--- src/rtl/flash_irq_pkg.sv ---
// Package: shared constants, bit positions, select codes and opcode
// classification for the flash command/interrupt register block.
package flash_irq_pkg;

    localparam int DATA_W = 16;
    localparam int SEL_W  = 3;
    localparam int OP_W   = 8;

    // Interrupt-status bit positions
    localparam int INT_MASTER = 15;
    localparam int INT_LOAD   = 7;
    localparam int INT_PROG   = 6;
    localparam int INT_ERASE  = 5;
    localparam int INT_RESET  = 4;

    // Status bit positions
    localparam int ERR_CMD   = 10;
    localparam int ERR_ERASE = 11;
    localparam int ERR_PROG  = 12;
    localparam int ERR_LOAD  = 13;

    // Configuration-1 bit positions
    localparam int CFG1_IRQ_POL = 6;
    localparam int CFG1_RDY     = 7;
    localparam int CFG1_RD_LOW  = 5;   // number of low bits read as zero

    localparam logic [DATA_W-1:0] ERR_MASK  = (DATA_W'(1) << ERR_CMD)  |
                                              (DATA_W'(1) << ERR_ERASE)|
                                              (DATA_W'(1) << ERR_PROG) |
                                              (DATA_W'(1) << ERR_LOAD);
    localparam logic [DATA_W-1:0] CFG1_INIT = 16'h40C0;
    localparam logic [DATA_W-1:0] CFG2_INIT = 16'h0000;
    localparam logic [DATA_W-1:0] INT_COLD  = 16'h8080;
    localparam logic [DATA_W-1:0] INT_WARM  = 16'h8010;

    typedef enum logic [SEL_W-1:0] {
        SEL_CMD  = 3'd0,
        SEL_CFG1 = 3'd1,
        SEL_CFG2 = 3'd2,
        SEL_STAT = 3'd3,
        SEL_INT  = 3'd4
    } reg_sel_e;

    typedef enum logic [1:0] {
        KIND_LOAD  = 2'd0,
        KIND_PROG  = 2'd1,
        KIND_ERASE = 2'd2,
        KIND_OTHER = 2'd3
    } done_kind_e;

    // Number of completion kinds that carry their own flag bits
    localparam int N_FLAG_KINDS = 3;

    // Opcodes that restart the register block with warm values
    function automatic logic op_is_reset(input logic [OP_W-1:0] op);
        return (op == 8'hF0) || (op == 8'hF3);
    endfunction

    // Opcodes forwarded to the array engine
    function automatic logic op_is_engine(input logic [OP_W-1:0] op);
        case (op)
            8'h00, 8'h13, 8'h80, 8'h1A, 8'h1B,
            8'h23, 8'h27, 8'h2A, 8'h2C, 8'h30,
            8'h65, 8'h71, 8'h94, 8'h95, 8'hB0: return 1'b1;
            default:                           return 1'b0;
        endcase
    endfunction

endpackage

--- src/rtl/flash_irq_cmd_dec.sv ---
// Module: command-write decoder.
// Classifies a command write into accepted-for-engine, warm-reset or
// unknown, taking the lockout from the master interrupt flag into account.
// Assumes at most one bus write per cycle; purely combinational.
module flash_irq_cmd_dec
    import flash_irq_pkg::*;
(
    input  logic            wr_cmd_i,
    input  logic            locked_i,
    input  logic [OP_W-1:0] op_i,
    output logic            take_o,
    output logic            start_o,
    output logic            warm_o,
    output logic            bad_o
);

    logic is_rst;
    logic is_eng;

    // Opcode classification
    always_comb begin
        is_rst = op_is_reset(op_i);
        is_eng = op_is_engine(op_i);
    end

    // Gate classification with the write strobe and lockout
    always_comb begin
        take_o  = wr_cmd_i && !locked_i;
        start_o = take_o && is_eng;
        warm_o  = take_o && is_rst;
        bad_o   = take_o && !is_eng && !is_rst;
    end

endmodule

--- src/rtl/flash_irq_evt_map.sv ---
// Module: completion-event mapper.
// Turns one completion report into set-masks for the interrupt-status
// and controller-status registers. Assumes done is a one-cycle pulse.
module flash_irq_evt_map
    import flash_irq_pkg::*;
(
    input  logic              done_i,
    input  logic [1:0]        kind_i,
    input  logic              err_i,
    output logic [DATA_W-1:0] int_set_o,
    output logic [DATA_W-1:0] stat_set_o
);

    localparam int INT_POS [N_FLAG_KINDS] = '{INT_LOAD, INT_PROG, INT_ERASE};
    localparam int ERR_POS [N_FLAG_KINDS] = '{ERR_LOAD, ERR_PROG, ERR_ERASE};

    logic [N_FLAG_KINDS-1:0] hit;

    // One match line per kind that owns flag bits
    for (genvar k = 0; k < N_FLAG_KINDS; k++) begin : g_kind
        assign hit[k] = done_i && (kind_i == 2'(k));
    end

    // Assemble the set-masks
    always_comb begin
        int_set_o  = '0;
        stat_set_o = '0;
        if (done_i) begin
            int_set_o[INT_MASTER] = 1'b1;
            if (err_i) stat_set_o[ERR_CMD] = 1'b1;
        end
        for (int k = 0; k < N_FLAG_KINDS; k++) begin
            if (hit[k]) begin
                int_set_o[INT_POS[k]] = 1'b1;
                if (err_i) stat_set_o[ERR_POS[k]] = 1'b1;
            end
        end
    end

endmodule

--- src/rtl/flash_irq_pins.sv ---
// Module: interrupt and ready pin drivers.
// The interrupt pin is combinational from the master flag and the
// polarity bit; the ready pin is a flop loaded on configuration writes.
// Synchronous active-low reset.
module flash_irq_pins (
    input  logic clk,
    input  logic rst_n,
    input  logic warm_i,
    input  logic cfg_wr_i,
    input  logic rdy_bit_i,
    input  logic master_i,
    input  logic pol_high_i,
    output logic irq_o,
    output logic ready_o
);

    logic rdy_q;

    // Ready flop: high after any reset, loaded on configuration writes
    always_ff @(posedge clk) begin
        if (!rst_n || warm_i) rdy_q <= 1'b1;
        else if (cfg_wr_i)    rdy_q <= rdy_bit_i;
    end

    // Interrupt pin with selectable polarity
    always_comb begin
        irq_o   = pol_high_i ? master_i : !master_i;
        ready_o = rdy_q;
    end

endmodule

--- src/rtl/flash_irq_rdmux.sv ---
// Module: register read multiplexer.
// Combinational read path; configuration 1 has its low bits masked.
// Unused selects return zero.
module flash_irq_rdmux
    import flash_irq_pkg::*;
(
    input  logic [SEL_W-1:0]  sel_i,
    input  logic [DATA_W-1:0] cmd_i,
    input  logic [DATA_W-1:0] cfg1_i,
    input  logic [DATA_W-1:0] cfg2_i,
    input  logic [DATA_W-1:0] stat_i,
    input  logic [DATA_W-1:0] int_i,
    output logic [DATA_W-1:0] rdata_o
);

    localparam logic [DATA_W-1:0] CFG1_RD_MASK = ~((DATA_W'(1) << CFG1_RD_LOW) - 1'b1);

    // Select the addressed register
    always_comb begin
        case (sel_i)
            SEL_CMD:  rdata_o = cmd_i;
            SEL_CFG1: rdata_o = cfg1_i & CFG1_RD_MASK;
            SEL_CFG2: rdata_o = cfg2_i;
            SEL_STAT: rdata_o = stat_i;
            SEL_INT:  rdata_o = int_i;
            default:  rdata_o = '0;
        endcase
    end

endmodule

--- src/rtl/flash_irq_regs.sv ---
// Module: top of the flash command/interrupt register block.
// Holds command, configuration, status and interrupt-status registers,
// launches engine commands, merges completion reports, drives pins.
// Assumes a single-cycle register bus and one-cycle done pulses.
// Synchronous active-low reset loads cold values.
module flash_irq_regs
    import flash_irq_pkg::*;
(
    input  logic              clk,
    input  logic              rst_n,
    input  logic              bus_wr_i,
    input  logic [SEL_W-1:0]  bus_sel_i,
    input  logic [DATA_W-1:0] bus_wdata_i,
    output logic [DATA_W-1:0] bus_rdata_o,
    output logic              eng_start_o,
    output logic [OP_W-1:0]   eng_op_o,
    input  logic              eng_done_i,
    input  logic [1:0]        eng_kind_i,
    input  logic              eng_err_i,
    output logic              irq_o,
    output logic              ready_o
);

    logic [DATA_W-1:0] cmd_q, cfg1_q, cfg2_q, stat_q, int_q;
    logic              start_q;
    logic [OP_W-1:0]   op_q;

    logic wr_cmd, wr_cfg1, wr_cfg2, wr_int;
    logic take, start, warm, bad;
    logic [DATA_W-1:0] int_set, stat_set;
    logic [DATA_W-1:0] int_acked, stat_acked;
    logic [DATA_W-1:0] int_nxt, stat_nxt;

    // Write strobes per register
    always_comb begin
        wr_cmd  = bus_wr_i && (bus_sel_i == SEL_CMD);
        wr_cfg1 = bus_wr_i && (bus_sel_i == SEL_CFG1);
        wr_cfg2 = bus_wr_i && (bus_sel_i == SEL_CFG2);
        wr_int  = bus_wr_i && (bus_sel_i == SEL_INT);
    end

    flash_irq_cmd_dec u_dec (
        .wr_cmd_i (wr_cmd),
        .locked_i (int_q[INT_MASTER]),
        .op_i     (bus_wdata_i[OP_W-1:0]),
        .take_o   (take),
        .start_o  (start),
        .warm_o   (warm),
        .bad_o    (bad)
    );

    flash_irq_evt_map u_evt (
        .done_i     (eng_done_i),
        .kind_i     (eng_kind_i),
        .err_i      (eng_err_i),
        .int_set_o  (int_set),
        .stat_set_o (stat_set)
    );

    // Acknowledge first, then OR in new events
    always_comb begin
        int_acked  = wr_int ? (int_q & bus_wdata_i) : int_q;
        stat_acked = (wr_int && !int_acked[INT_MASTER]) ? (stat_q & ~ERR_MASK) : stat_q;
        int_nxt    = int_acked | int_set;
        stat_nxt   = stat_acked | stat_set;
        if (bad) begin
            int_nxt[INT_MASTER] = 1'b1;
            stat_nxt[ERR_CMD]   = 1'b1;
        end
    end

    // Register file with cold and warm reset values
    always_ff @(posedge clk) begin
        if (!rst_n || warm) begin
            cmd_q  <= '0;
            cfg1_q <= CFG1_INIT;
            cfg2_q <= CFG2_INIT;
            stat_q <= '0;
            int_q  <= !rst_n ? INT_COLD : INT_WARM;
        end else begin
            if (take)    cmd_q  <= bus_wdata_i;
            if (wr_cfg1) cfg1_q <= bus_wdata_i;
            if (wr_cfg2) cfg2_q <= bus_wdata_i;
            int_q  <= int_nxt;
            stat_q <= stat_nxt;
        end
    end

    // Engine launch pulse and opcode
    always_ff @(posedge clk) begin
        if (!rst_n) begin
            start_q <= 1'b0;
            op_q    <= '0;
        end else begin
            start_q <= start;
            if (start) op_q <= bus_wdata_i[OP_W-1:0];
        end
    end

    assign eng_start_o = start_q;
    assign eng_op_o    = op_q;

    flash_irq_pins u_pins (
        .clk        (clk),
        .rst_n      (rst_n),
        .warm_i     (warm),
        .cfg_wr_i   (wr_cfg1),
        .rdy_bit_i  (bus_wdata_i[CFG1_RDY]),
        .master_i   (int_q[INT_MASTER]),
        .pol_high_i (cfg1_q[CFG1_IRQ_POL]),
        .irq_o      (irq_o),
        .ready_o    (ready_o)
    );

    flash_irq_rdmux u_rd (
        .sel_i   (bus_sel_i),
        .cmd_i   (cmd_q),
        .cfg1_i  (cfg1_q),
        .cfg2_i  (cfg2_q),
        .stat_i  (stat_q),
        .int_i   (int_q),
        .rdata_o (bus_rdata_o)
    );

endmodule

--- config.mk ---
export PLATFORM = sky130hd
export DESIGN_NAME = flash_irq_regs
export DESIGN_NICKNAME = d
export VERILOG_FILES = /design/src/rtl/flash_irq_pkg.sv /design/src/rtl/flash_irq_cmd_dec.sv /design/src/rtl/flash_irq_evt_map.sv /design/src/rtl/flash_irq_pins.sv /design/src/rtl/flash_irq_rdmux.sv /design/src/rtl/flash_irq_regs.sv
export SDC_FILE = /design/constraint.sdc
export NUM_CORES = 1
export LEC_CHECK = 0
export ABC_CLOCK_PERIOD_IN_PS = 1600
export BUFFER_PORTS_ARGS = -buffer_cell sky130_fd_sc_hd__buf_2
export CORE_MARGIN = 10
export CORE_UTILIZATION = 53
export CTS_CLUSTER_DIAMETER = 200
export DETAILED_ROUTE_END_ITERATION = 8
export GPL_TIMING_DRIVEN = 0
export PLACE_DENSITY = 0.77
export SLEW_MARGIN = 5
export SYNTH_ARGS = -nofsm -noshare
export SYNTH_HDL_FRONTEND = slang
export SYNTH_HIERARCHICAL = 1
export SYNTH_SLANG_ARGS = --single-unit
--- constraint.sdc ---
create_clock -name clk -period 1.6 [get_ports clk]
set_input_delay 0.16 -clock clk [delete_from_list [all_inputs] [get_ports clk]]
set_output_delay 0.16 -clock clk [all_outputs]
set_load 0.01 [all_outputs]
==> flow_summary.ini <==
[routing]
dr.pass1.iters = 5
drc_errors = 0
first_iter_violations = 231
wl_um = 11100
wire_per_inst_um = 16.5
antenna_left = 0
vias_per_cell = 5.43
vias = 3648

[grt]
grt_use_met1 = 0.245
grt-ovfl-total = 0
antenna_found_initial = 0
grt_pass1_wl_um = 17800
busiest_layer = met2
grt_usage = 0.190
grtUsageMet3 = 0.0413
grt_pass1_vias = 3526
grtUsageMet2 = 0.308
grt_max_degree = 14

[power]
clkPwrFrac = 0.379
p_total_mw = 4.43
peakVddDrop_mv = 0.527
p_leak_nw = 2.05
switchingPower_mw = 1.10
pwr-share-comb = 0.121
p_int_mw = 3.33
seqPwrFrac = 0.500
swShare = 0.248
power_density_nw_per_um2 = 890

[cts]
ctsHoldBuffers = 0
cts_made_buffers = 9
root_buffer = clkbuf_8
cts_tree = built
htree_levels = 3
clock_path_buffers = 2
clock_latency_ns = 0.35
cts_num_sinks = 85
clk_transition_reported_paths_ns = 0.08

[placement]
hpwl_um = 7570
io_buffers = 52
gp_congestion = 0.828
dp.cells = 656
dp_slack_ns = -0.640

[flow_run]
maxCapViolations = 0

[outcome]
status = complete, no violations

[floorplanning]
dieArea_sq_um = 11900
pin_count = 53
die_x_um = 109
core_area_sq_um = 7690
num_rows = 32
initial_utilization = 0.545
die_y_um = 109

[worst_setup_path]
crit_path_top_delay_cell = dfxtp_4
crit_chain = mux2_2, a221o_1, buf_2
critPathTopFamily = flip-flops
critPathRequiredTime_ns = 1.44
cp.arrival_ns = 1.43
critical_path_class = flop to primary output
cp_slowest_stage_delay_ns = 0.35
crit_fanout = 3
cp-start-kind = flop
end_kind = primary output
timing.critical_path.buf_inv = 1

[final_layout]
antenna_cells = 0
drive_gt1_frac = 0.279
fin_cells = 672
syn2layout_area_growth_pct = 18.7
postLayoutCoreUtil = 0.647
fin_nets = 592

[synth]
synth_cells = 479
avgSynthCellArea_sq_um = 8.74
syn_area_sq_um = 4190
ys_warn_count = 6

[sta]
fin_crit_sh = 0.994
period_needed_ns = 1.59
slew_violations = 0
worstMarginPinSlew_ns = 0.660
max_clock_freq_mhz = 629
rsz0062_at_grt = true
finalHoldViolations = 0
max_slew_margin = 0.560
skew_ns = 0.00677
holdWs_ns = 0.0307
worst_slack_ns = 0.00940
finalSetupViolations = 0

[hold_path]
hold_path_class = input pin to flop
layer usage:
metal	wire [um]	part of all wire	vias to the layer above
met3	818	0.074	15
met4	180	0.016	0
met1	4820	0.43	1720
li1	-	-	1763
met2	5270	0.48	150
met5	0	0	-
area by class of cell:
type,instances,area [sq um]
buffer,57,452
clock buffer,11,141
clock inverter,4,72.6
fill,676,2720
inverter,19,78.8
multi-input combinational,341,2120
sequential,85,1710
tap,102,128
timing repair buffer,53,268
repair_timing:
item                                    4_1_cts  5_1_grt
gates cloned                                  0        0
endpoints found under the hold margin         0        0
setup buffers                                 1        0
resized for setup                             9       21
pin swaps                                     1        2
endpoints found under the setup margin       69       91
flip-flops by register name, indices dropped and copies added, names as in the netlist:
name            cells
eng_op_o            8
cfg1_q             11
int_q              16
u_pins/ready_o      1
cmd_q              16
stat_q             16
eng_start_o         1
cfg2_q             16
metrics by stage:
step,setup TNS [ns],cell area (sq um)
after floorplan,0,4270
after global placement,-27.14,4660
after detailed placement,-29.87,4660
after CTS,0,4900
after global routing,-0.0367,4970
final,0,4970
worst reg2reg max path: cells and delay by family, from the launching register on:
kind / cells / cell delay (ns)
flip-flops: 1 / 0.35
AND/OR/NAND/NOR: 3 / 0.52
AO/OA/AOI/OAI: 1 / 0.07
buffers and inverters: 2 / 0.47
path summary, 6_finish.rpt:
| path | startpoint | endpoint | slack, ns | cells past startpoint |
|---|---|---|---|---|
| worst max register to register | int_q[15] | cfg2_q[8] | 0.09 | 6 |
| worst max-delay path | int_q[15] | bus_rdata_o[15] | 0.009 | 3 |
| worst min register to register | cfg2_q[4] | cfg2_q[4] | 0.46 | 2 |
| worst min-delay path | rst_n | u_pins/ready_o | 0.03 | 2 |
cell usage in the layout (no fill, tap or decap), drive strengths merged, types with 9 or more instances in the layout:
master	count
clkbuf	22
mux2i	41
nand2	49
dfxtp	85
conb	24
nor2	60
inv	19
nor2b	11
o21ai	27
a21oi	42
buf	99
mux2	10
nor3	10
a221o	9
power groups by stage:
| stage | combinational [mW] | clock, mW | sequential (mW) |
|---|---|---|---|
| after detailed placement | 0.507 | 0 | 2.27 |
| final | 0.535 | 1.68 | 2.22 |
| after CTS | 0.515 | 1.68 | 2.21 |
| after floorplan | 0.333 | 0 | 2.25 |
| after global placement | 0.497 | 0 | 2.26 |
| after global routing | 0.583 | 1.78 | 2.22 |
Note: power is estimated with default switching activity, not from simulation.
